## config.mk

```make
export PLATFORM = sky130hd
export DESIGN_NAME = dir_home_ctrl
export DESIGN_NICKNAME = d
export VERILOG_FILES = /design/src/rtl/dir_home_ctrl.sv
export SDC_FILE = /design/constraint.sdc
export NUM_CORES = 1
export LEC_CHECK = 0
export BUFFER_PORTS_ARGS = -buffer_cell sky130_fd_sc_hd__buf_2
export CORE_UTILIZATION = 50
export DETAILED_ROUTE_END_ITERATION = 10
export GPL_TIMING_DRIVEN = 0
export PLACE_DENSITY_LB_ADDON = 0.25
export SETUP_SLACK_MARGIN = 0.5
export SLEW_MARGIN = 10
export SYNTH_ARGS = -nofsm -noshare
export SYNTH_HDL_FRONTEND = slang
export SYNTH_SLANG_ARGS = --single-unit
```

## constraint.sdc

```tcl
create_clock -name clk -period 6.1 [get_ports clk]
set_input_delay 0.915 -clock clk [delete_from_list [all_inputs] [get_ports clk]]
set_output_delay 0.915 -clock clk [all_outputs]
set_load 0.1 [all_outputs]
```

## src/rtl/dir_home_ctrl.sv

```systemverilog
module dir_home_ctrl #(
  parameter int N = 8,
  parameter int BLOCKS = 16,
  parameter int DW = 16,
  localparam int PW = $clog2(N),
  localparam int AW = $clog2(BLOCKS)
) (
  input  logic          clk,
  input  logic          rst_n,
  input  logic          req_valid,
  output logic          req_ready,
  input  logic [1:0]    req_type,
  input  logic [PW-1:0] req_proc,
  input  logic [AW-1:0] req_addr,
  input  logic [DW-1:0] req_data,
  input  logic          rsp_valid,
  input  logic [DW-1:0] rsp_data,
  output logic          msg_valid,
  output logic [2:0]    msg_type,
  output logic [PW-1:0] msg_dest,
  output logic [AW-1:0] msg_addr,
  output logic [DW-1:0] msg_data
);
  typedef enum logic [1:0] {UNC, SHR, EXC} blk_t;
  typedef enum logic [1:0] {IDLE, INVS, WAIT} fsm_t;
  localparam logic [2:0] M_REPLY = 3'd0, M_INV = 3'd1, M_FETCH = 3'd2, M_FINV = 3'd3, M_ACK = 3'd4;

  blk_t          st  [BLOCKS];
  logic [N-1:0]  shr [BLOCKS];
  logic [DW-1:0] mem [BLOCKS];
  fsm_t          fsm;
  logic [PW-1:0] cur_proc;
  logic [AW-1:0] cur_addr;
  logic          cur_wr;
  logic [N-1:0]  pend;

  function automatic logic [PW-1:0] low_idx(input logic [N-1:0] v);
    logic [PW-1:0] r;
    r = '0;
    for (int i = N - 1; i >= 0; i--) if (v[i]) r = PW'(i);
    return r;
  endfunction

  assign req_ready = (fsm == IDLE);

  wire           accept  = req_valid && req_ready;
  blk_t          cst;
  logic [N-1:0]  csh, rbit, cbit, invmask;
  logic [PW-1:0] owner, lo_acc, lo_pend;
  always_comb begin
    cst     = st[req_addr];
    csh     = shr[req_addr];
    rbit    = N'(1) << req_proc;
    cbit    = N'(1) << cur_proc;
    invmask = csh & ~rbit;
    owner   = low_idx(csh);
    lo_acc  = low_idx(invmask);
    lo_pend = low_idx(pend);
  end

  always_ff @(posedge clk) begin
    if (!rst_n) begin
      fsm       <= IDLE;
      msg_valid <= 1'b0;
      msg_type  <= '0;
      msg_dest  <= '0;
      msg_addr  <= '0;
      msg_data  <= '0;
      cur_proc  <= '0;
      cur_addr  <= '0;
      cur_wr    <= 1'b0;
      pend      <= '0;
      for (int b = 0; b < BLOCKS; b++) begin
        st[b]  <= UNC;
        shr[b] <= '0;
        mem[b] <= '0;
      end
    end else begin
      msg_valid <= 1'b0;
      msg_data  <= '0;
      case (fsm)
        IDLE: if (accept) begin
          cur_proc  <= req_proc;
          cur_addr  <= req_addr;
          cur_wr    <= (req_type == 2'd1);
          msg_valid <= 1'b1;
          msg_addr  <= req_addr;
          case (req_type)
            2'd0: if (cst == EXC) begin
              msg_type <= M_FETCH;
              msg_dest <= owner;
              fsm      <= WAIT;
            end else begin
              msg_type      <= M_REPLY;
              msg_dest      <= req_proc;
              msg_data      <= mem[req_addr];
              st[req_addr]  <= SHR;
              shr[req_addr] <= ((cst == SHR) ? csh : '0) | rbit;
            end
            2'd1: if (cst == EXC) begin
              msg_type <= M_FINV;
              msg_dest <= owner;
              fsm      <= WAIT;
            end else begin
              st[req_addr]  <= EXC;
              shr[req_addr] <= rbit;
              if (cst == SHR && invmask != '0) begin
                msg_type <= M_INV;
                msg_dest <= lo_acc;
                pend     <= invmask & ~(N'(1) << lo_acc);
                fsm      <= INVS;
              end else begin
                msg_type <= M_REPLY;
                msg_dest <= req_proc;
                msg_data <= mem[req_addr];
              end
            end
            2'd2: begin
              msg_type <= M_ACK;
              msg_dest <= req_proc;
              if (cst == EXC && csh == rbit) begin
                mem[req_addr] <= req_data;
                st[req_addr]  <= UNC;
                shr[req_addr] <= '0;
              end
            end
            default: begin
              msg_type <= M_ACK;
              msg_dest <= req_proc;
            end
          endcase
        end
        INVS: begin
          msg_valid <= 1'b1;
          msg_addr  <= cur_addr;
          if (pend != '0) begin
            msg_type <= M_INV;
            msg_dest <= lo_pend;
            pend     <= pend & ~(N'(1) << lo_pend);
          end else begin
            msg_type <= M_REPLY;
            msg_dest <= cur_proc;
            msg_data <= mem[cur_addr];
            fsm      <= IDLE;
          end
        end
        WAIT: if (rsp_valid) begin
          mem[cur_addr] <= rsp_data;
          msg_valid     <= 1'b1;
          msg_type      <= M_REPLY;
          msg_dest      <= cur_proc;
          msg_addr      <= cur_addr;
          msg_data      <= rsp_data;
          if (cur_wr) shr[cur_addr] <= cbit;
          else begin
            st[cur_addr]  <= SHR;
            shr[cur_addr] <= shr[cur_addr] | cbit;
          end
          fsm <= IDLE;
        end
        default: fsm <= IDLE;
      endcase
    end
  end
endmodule

```

Word level (Yosys, flattened, before mapping)

Memory sizes are Yosys's and may differ from the RTL's. A register that Yosys moved wholly into a read port is not among the register bits.
Cells that the tools add are included.

Eq/ne operators: 17
Shifts and indexed selects: 4
Muxes and demuxes: 127
Bitwise gates (word level): 13
Reductions and logical operators: 19

Operators with widths:

| operator                                            | count |
|---|---|
| 2-to-1 mux 16 bit                                   | 8 |
| 2-to-1 mux 3 bit                                    | 32 |
| 2-to-1 mux 8 bit                                    | 11 |
| 2-to-1 mux 4 bit                                    | 12 |
| one-hot mux 16 bit (3 select lines)                 | 1 |
| 2-to-1 mux 1 bit                                    | 41 |
| one-hot mux 16 bit (2 select lines)                 | 1 |
| OR reduction 16 bit                                 | 2 |
| left shift 1 x 3 -> 8 bit, first input constant     | 4 |
| bitwise AND 8 bit                                   | 3 |
| 2-to-1 mux 2 bit                                    | 12 |
| inverter 8 bit                                      | 3 |
| one-hot mux 3 bit (3 select lines)                  | 2 |
| OR 8 bit                                            | 2 |
| one-hot mux 8 bit (2 select lines)                  | 1 |
| nonzero test 8 bit                                  | 2 |
| OR reduction 8 bit                                  | 2 |
| one-hot mux 3 bit (2 select lines)                  | 2 |
| one-hot mux 4 bit (3 select lines)                  | 1 |
| AND reduction 6 bit                                 | 2 |
| equality test 8 bit                                 | 1 |
| inequality test 2 bit, second input constant        | 4 |
| equality test 2 x 1 -> 1 bit, second input constant | 3 |
| equality test 2 bit, second input constant          | 3 |
| other kinds (15)                                    | 25 |

Register bits after elaboration: 45
Memory bits (writable): 416
Output and inout port bits: 28
Logic and storage cells: 193
Memories kept: 3

Memory list:

| memory | depth | width | read ports | clocked after Yosys merged registers in | write ports | RTL line | source |
|---|---|---|---|---|---|---|---|
| mem    | 16    | 16    | 2          | 1                                       | 16          | 30       | `logic [DW-1:0] mem [BLOCKS];` |
| shr    | 16    | 8     | 2          | 1                                       | 16          | 29       | `logic [N-1:0] shr [BLOCKS];` |
| st     | 16    | 2     | 1          | 0                                       | 16          | 28       | `blk_t st [BLOCKS];` |

Logic depth before layout (Yosys ltp)

Depth after elaboration: 19
Depth in mapped cells: 16
Gate-level depth less buffers: 12

Worst setup path before layout

OpenSTA, ideal clock, no wires.

Kind: input-to-reg
Start point: in req_addr[0]
End point: mem mem[1][0] (enable)
Setup time: 411 ps
Arrival: 5,350 ps
Setup slack: 339 ps
Cell stages on the path: 14
Cells stage by stage: buf_6 -> buf_8 -> buf_6 -> mux4_1 -> a221oi_1 -> inv_1 -> ha_1 -> nand4_1 -> or4_1 -> or3_1 -> buf_2 -> o21a_1 -> buf_2 -> o21ai_0

RTL lines:

| what            | RTL line | source |
|---|---|---|
| start, declared | 14       | `input logic [AW-1:0] req_addr,` |
| end, declared   | 30       |  |

==> results_dict.tcl <==
set metrics [dict create \
    min_period_ps 5590 \
    clkTransAtPathRegs_ps 60 \
    synth-edff-count 416 \
    portBuffers 66 \
    hold_path_depth 2 \
    dieHeight_um 226 \
    r2r_end "mem[6][13]" \
    status "complete, no violations" \
    dp_hpwl_um 60400 \
    async_flop_share_pct 0 \
    reg2regPathDepth 13 \
    hold_viol_final 0 \
    hp-class "reg2reg" \
    overflow 0 \
    grtUsageTotal_pct 32.5 \
    skew_ps 27.8 \
    ir_drop_v 0.000264 \
    fill_cells 3937 \
    fin_ws_ps 511 \
    syn_area_sq_um 25000 \
    drc 0 \
    viasPerCell 6.74 \
    required_ps 6410 \
    ctsHoldBuffers 0 \
    worst_slew_pin_slew_ps 1090 \
    path_max_fanout 11 \
    cts_max_level 2 \
    antenna_left 0 \
    cts_root_buf "clkbuf_16" \
    power.total_mw 8.51 \
    dpl.cell_count 2654 \
    maxCapViolations 0 \
    yosys_warnings 0 \
    yosysSeqAreaShare_pct 53.9 \
    synth_seq_cells 465 \
    synth_ff_type "edfxtp_1" \
    syn_inst 1908 \
    layout_commonest_cell "nor2_1" \
    synth_area_leaders "edfxtp_1 (50%), mux4_2 (20%), nor2_1 (7.1%)" \
    multiInputGateArea_sq_um 10900 \
    final_cell_mix "nor2_1 (474), edfxtp_1 (416), mux4_2 (217)" \
    cts_tree "yes" \
    clock_sinks 465 \
    wl_um 81600 \
    areaGrowthSynthToFinish_pct 13.3 \
    crit_type "in2reg" \
    holdWs_ps 470 \
    rsz0062_at_grt "yes" \
    setup_viol 0 \
    grt_antenna_before_repair 1 \
    drt_iter0_markers 3224 \
    initial_core_util_pct 50.9 \
    design_area_sq_um 28300 \
    ioPinCount 73 \
    die_area_sq_um 50900 \
    setup_tns_ps 0 \
    num_rows 81 \
    final_net_count 2107 \
    grt_pass1_wl_um 119000 \
    synth.distinct_cells 75 \
    vias 18600 \
    period_share_pct 91.6 \
    avgSynthCellArea_sq_um 13.1 \
    yosysTopAreaCell "edfxtp_1" \
    syn-num-nets 1966 \
    clk_path_buf_depth 3 \
    drive_gt1_share_pct 24.8 \
    gp_congestion 0.974 \
    grt_max_degree 14 \
    ff_latch_area_sq_um 13500 \
    die_x_um 226 \
    stdcell_count 2755 \
    crit_arrival_ps 5900 \
    p_leak_nw 9.60 \
    rr_startpoint "shr[5][4]" \
    wl_per_cell_um 29.6 \
    yosysTopAreaCellShare_pct 49.9 \
    relSlewSlack_pct 27.4 \
    core_area_sq_um 49200 \
    clock.fmax_mhz 179 \
    endpoint "mem[6][13]" \
    slew_viol_final 0 \
    place_ws_ps -568 \
    cts_buffers 50 \
    place_area_sq_um 26500 \
    cp-start-kind "input pin" \
    antenna_cells 0 \
    p_per_area_nw_per_um2 300 \
    fin_util_pct 57.7 \
    clk_latency_ps 620 \
    crit_start "req_addr[1]" \
    drt-pass1-iter-count 8 \
    grt_pass1_vias 17900 \
    r2r_slack_ps 1190 \
    critPathCaptureType "register" \
]
-- where the power goes --
part,internal (mW),switching [mW],total [mW],leakage [nW]
combinational,0.542,1.12,1.66,4.08
clock,1.85,1.32,3.17,0.827
sequential,3.61,0.0727,3.68,4.70
-- worst min path at each step --
stage | start | to
after floorplan | pend[0] | pend[0]
after global placement | pend[0] | pend[0]
after detailed placement | pend[0] | pend[0]
after CTS | msg_type[2] | msg_type[2]
after global routing | pend[0] | pend[0]
final | msg_type[2] | msg_type[2]
-- final cells by class --
cell class                      count  area share [%]
Sequential cell                   465            47.5
Multi-Input combinational cell   1263            38.3
Clock buffer                       66            4.84
Tap cell                          664            2.93
Buffer                            158            2.68
Timing Repair Buffer               89            2.30
Clock inverter                     28            1.11
Inverter                           22           0.291
-- worst max-delay path, cell delays in order --
cell and delay [ps]:
buf_2 90, buf_6 190, buf_2 360, buf_2 390, mux4_2 430, a221oi_2 550
inv_1 130, ha_1 300, nand2_1 60, or4_1 580, or3_1 400, buf_2 240
o21a_1 310, buf_2 330, o21ai_4 370, buf_8 210
-- kinds of logic after synthesis --
logic type | count (synthesis) | synth area share (%)
AND/OR/NAND/NOR | 770 | 12.7
flip-flops | 465 | 53.9
AO/OA/AOI/OAI | 205 | 6.66
multiplexers | 275 | 22.7
adder cells (fa/ha/maj) | 13 | 0.650
buffers and inverters | 180 | 3.35
-- cells in the mapped netlist, drive strengths merged (6+ instances only) --
| library cell | n |
|---|---|
| a21boi | 12 |
| a21oi | 14 |
| a222oi | 16 |
| a22oi | 7 |
| a31oi | 11 |
| a41oi | 12 |
| buf | 79 |
| clkbuf | 79 |
| dfxtp | 49 |
| edfxtp | 416 |
| ha | 13 |
| inv | 22 |
| mux2 | 13 |
| mux2i | 34 |
| mux4 | 228 |
| nand2 | 199 |
| nand2b | 10 |
| nand3 | 25 |
| nand3b | 10 |
| nand4 | 6 |
| nor2 | 475 |
| nor2b | 7 |
| o211a | 7 |
| o211ai | 12 |
| o21a | 10 |
| o21ai | 55 |
| o221ai | 10 |
| or3 | 6 |
-- flip-flops by register name, summed over array words and instances (netlist names), 4 cells and up, named ones only --
name,cells
st,32
msg_addr,4
msg_data,16
cur_addr,4
shr,128
mem,256
pend,8
-- routing by layer --
metal	share of wire (%)	GRT usage [%]	wire length, um	vias up
li1	-	-	-	7583
met1	37	44.5	30200	9218
met2	45	48.9	36500	1503
met3	15	10.5	11900	255
met4	3.6	10.9	2950	2
met5	0.017	0	14	-
-- repair_timing --
action | CTS | global route
setup endpoints to repair | 309 | 126
buffers inserted | 0 | 7
resized for setup | 6 | 7
pin swaps | 0 | 4
Power figures use the tool's default switching activity.
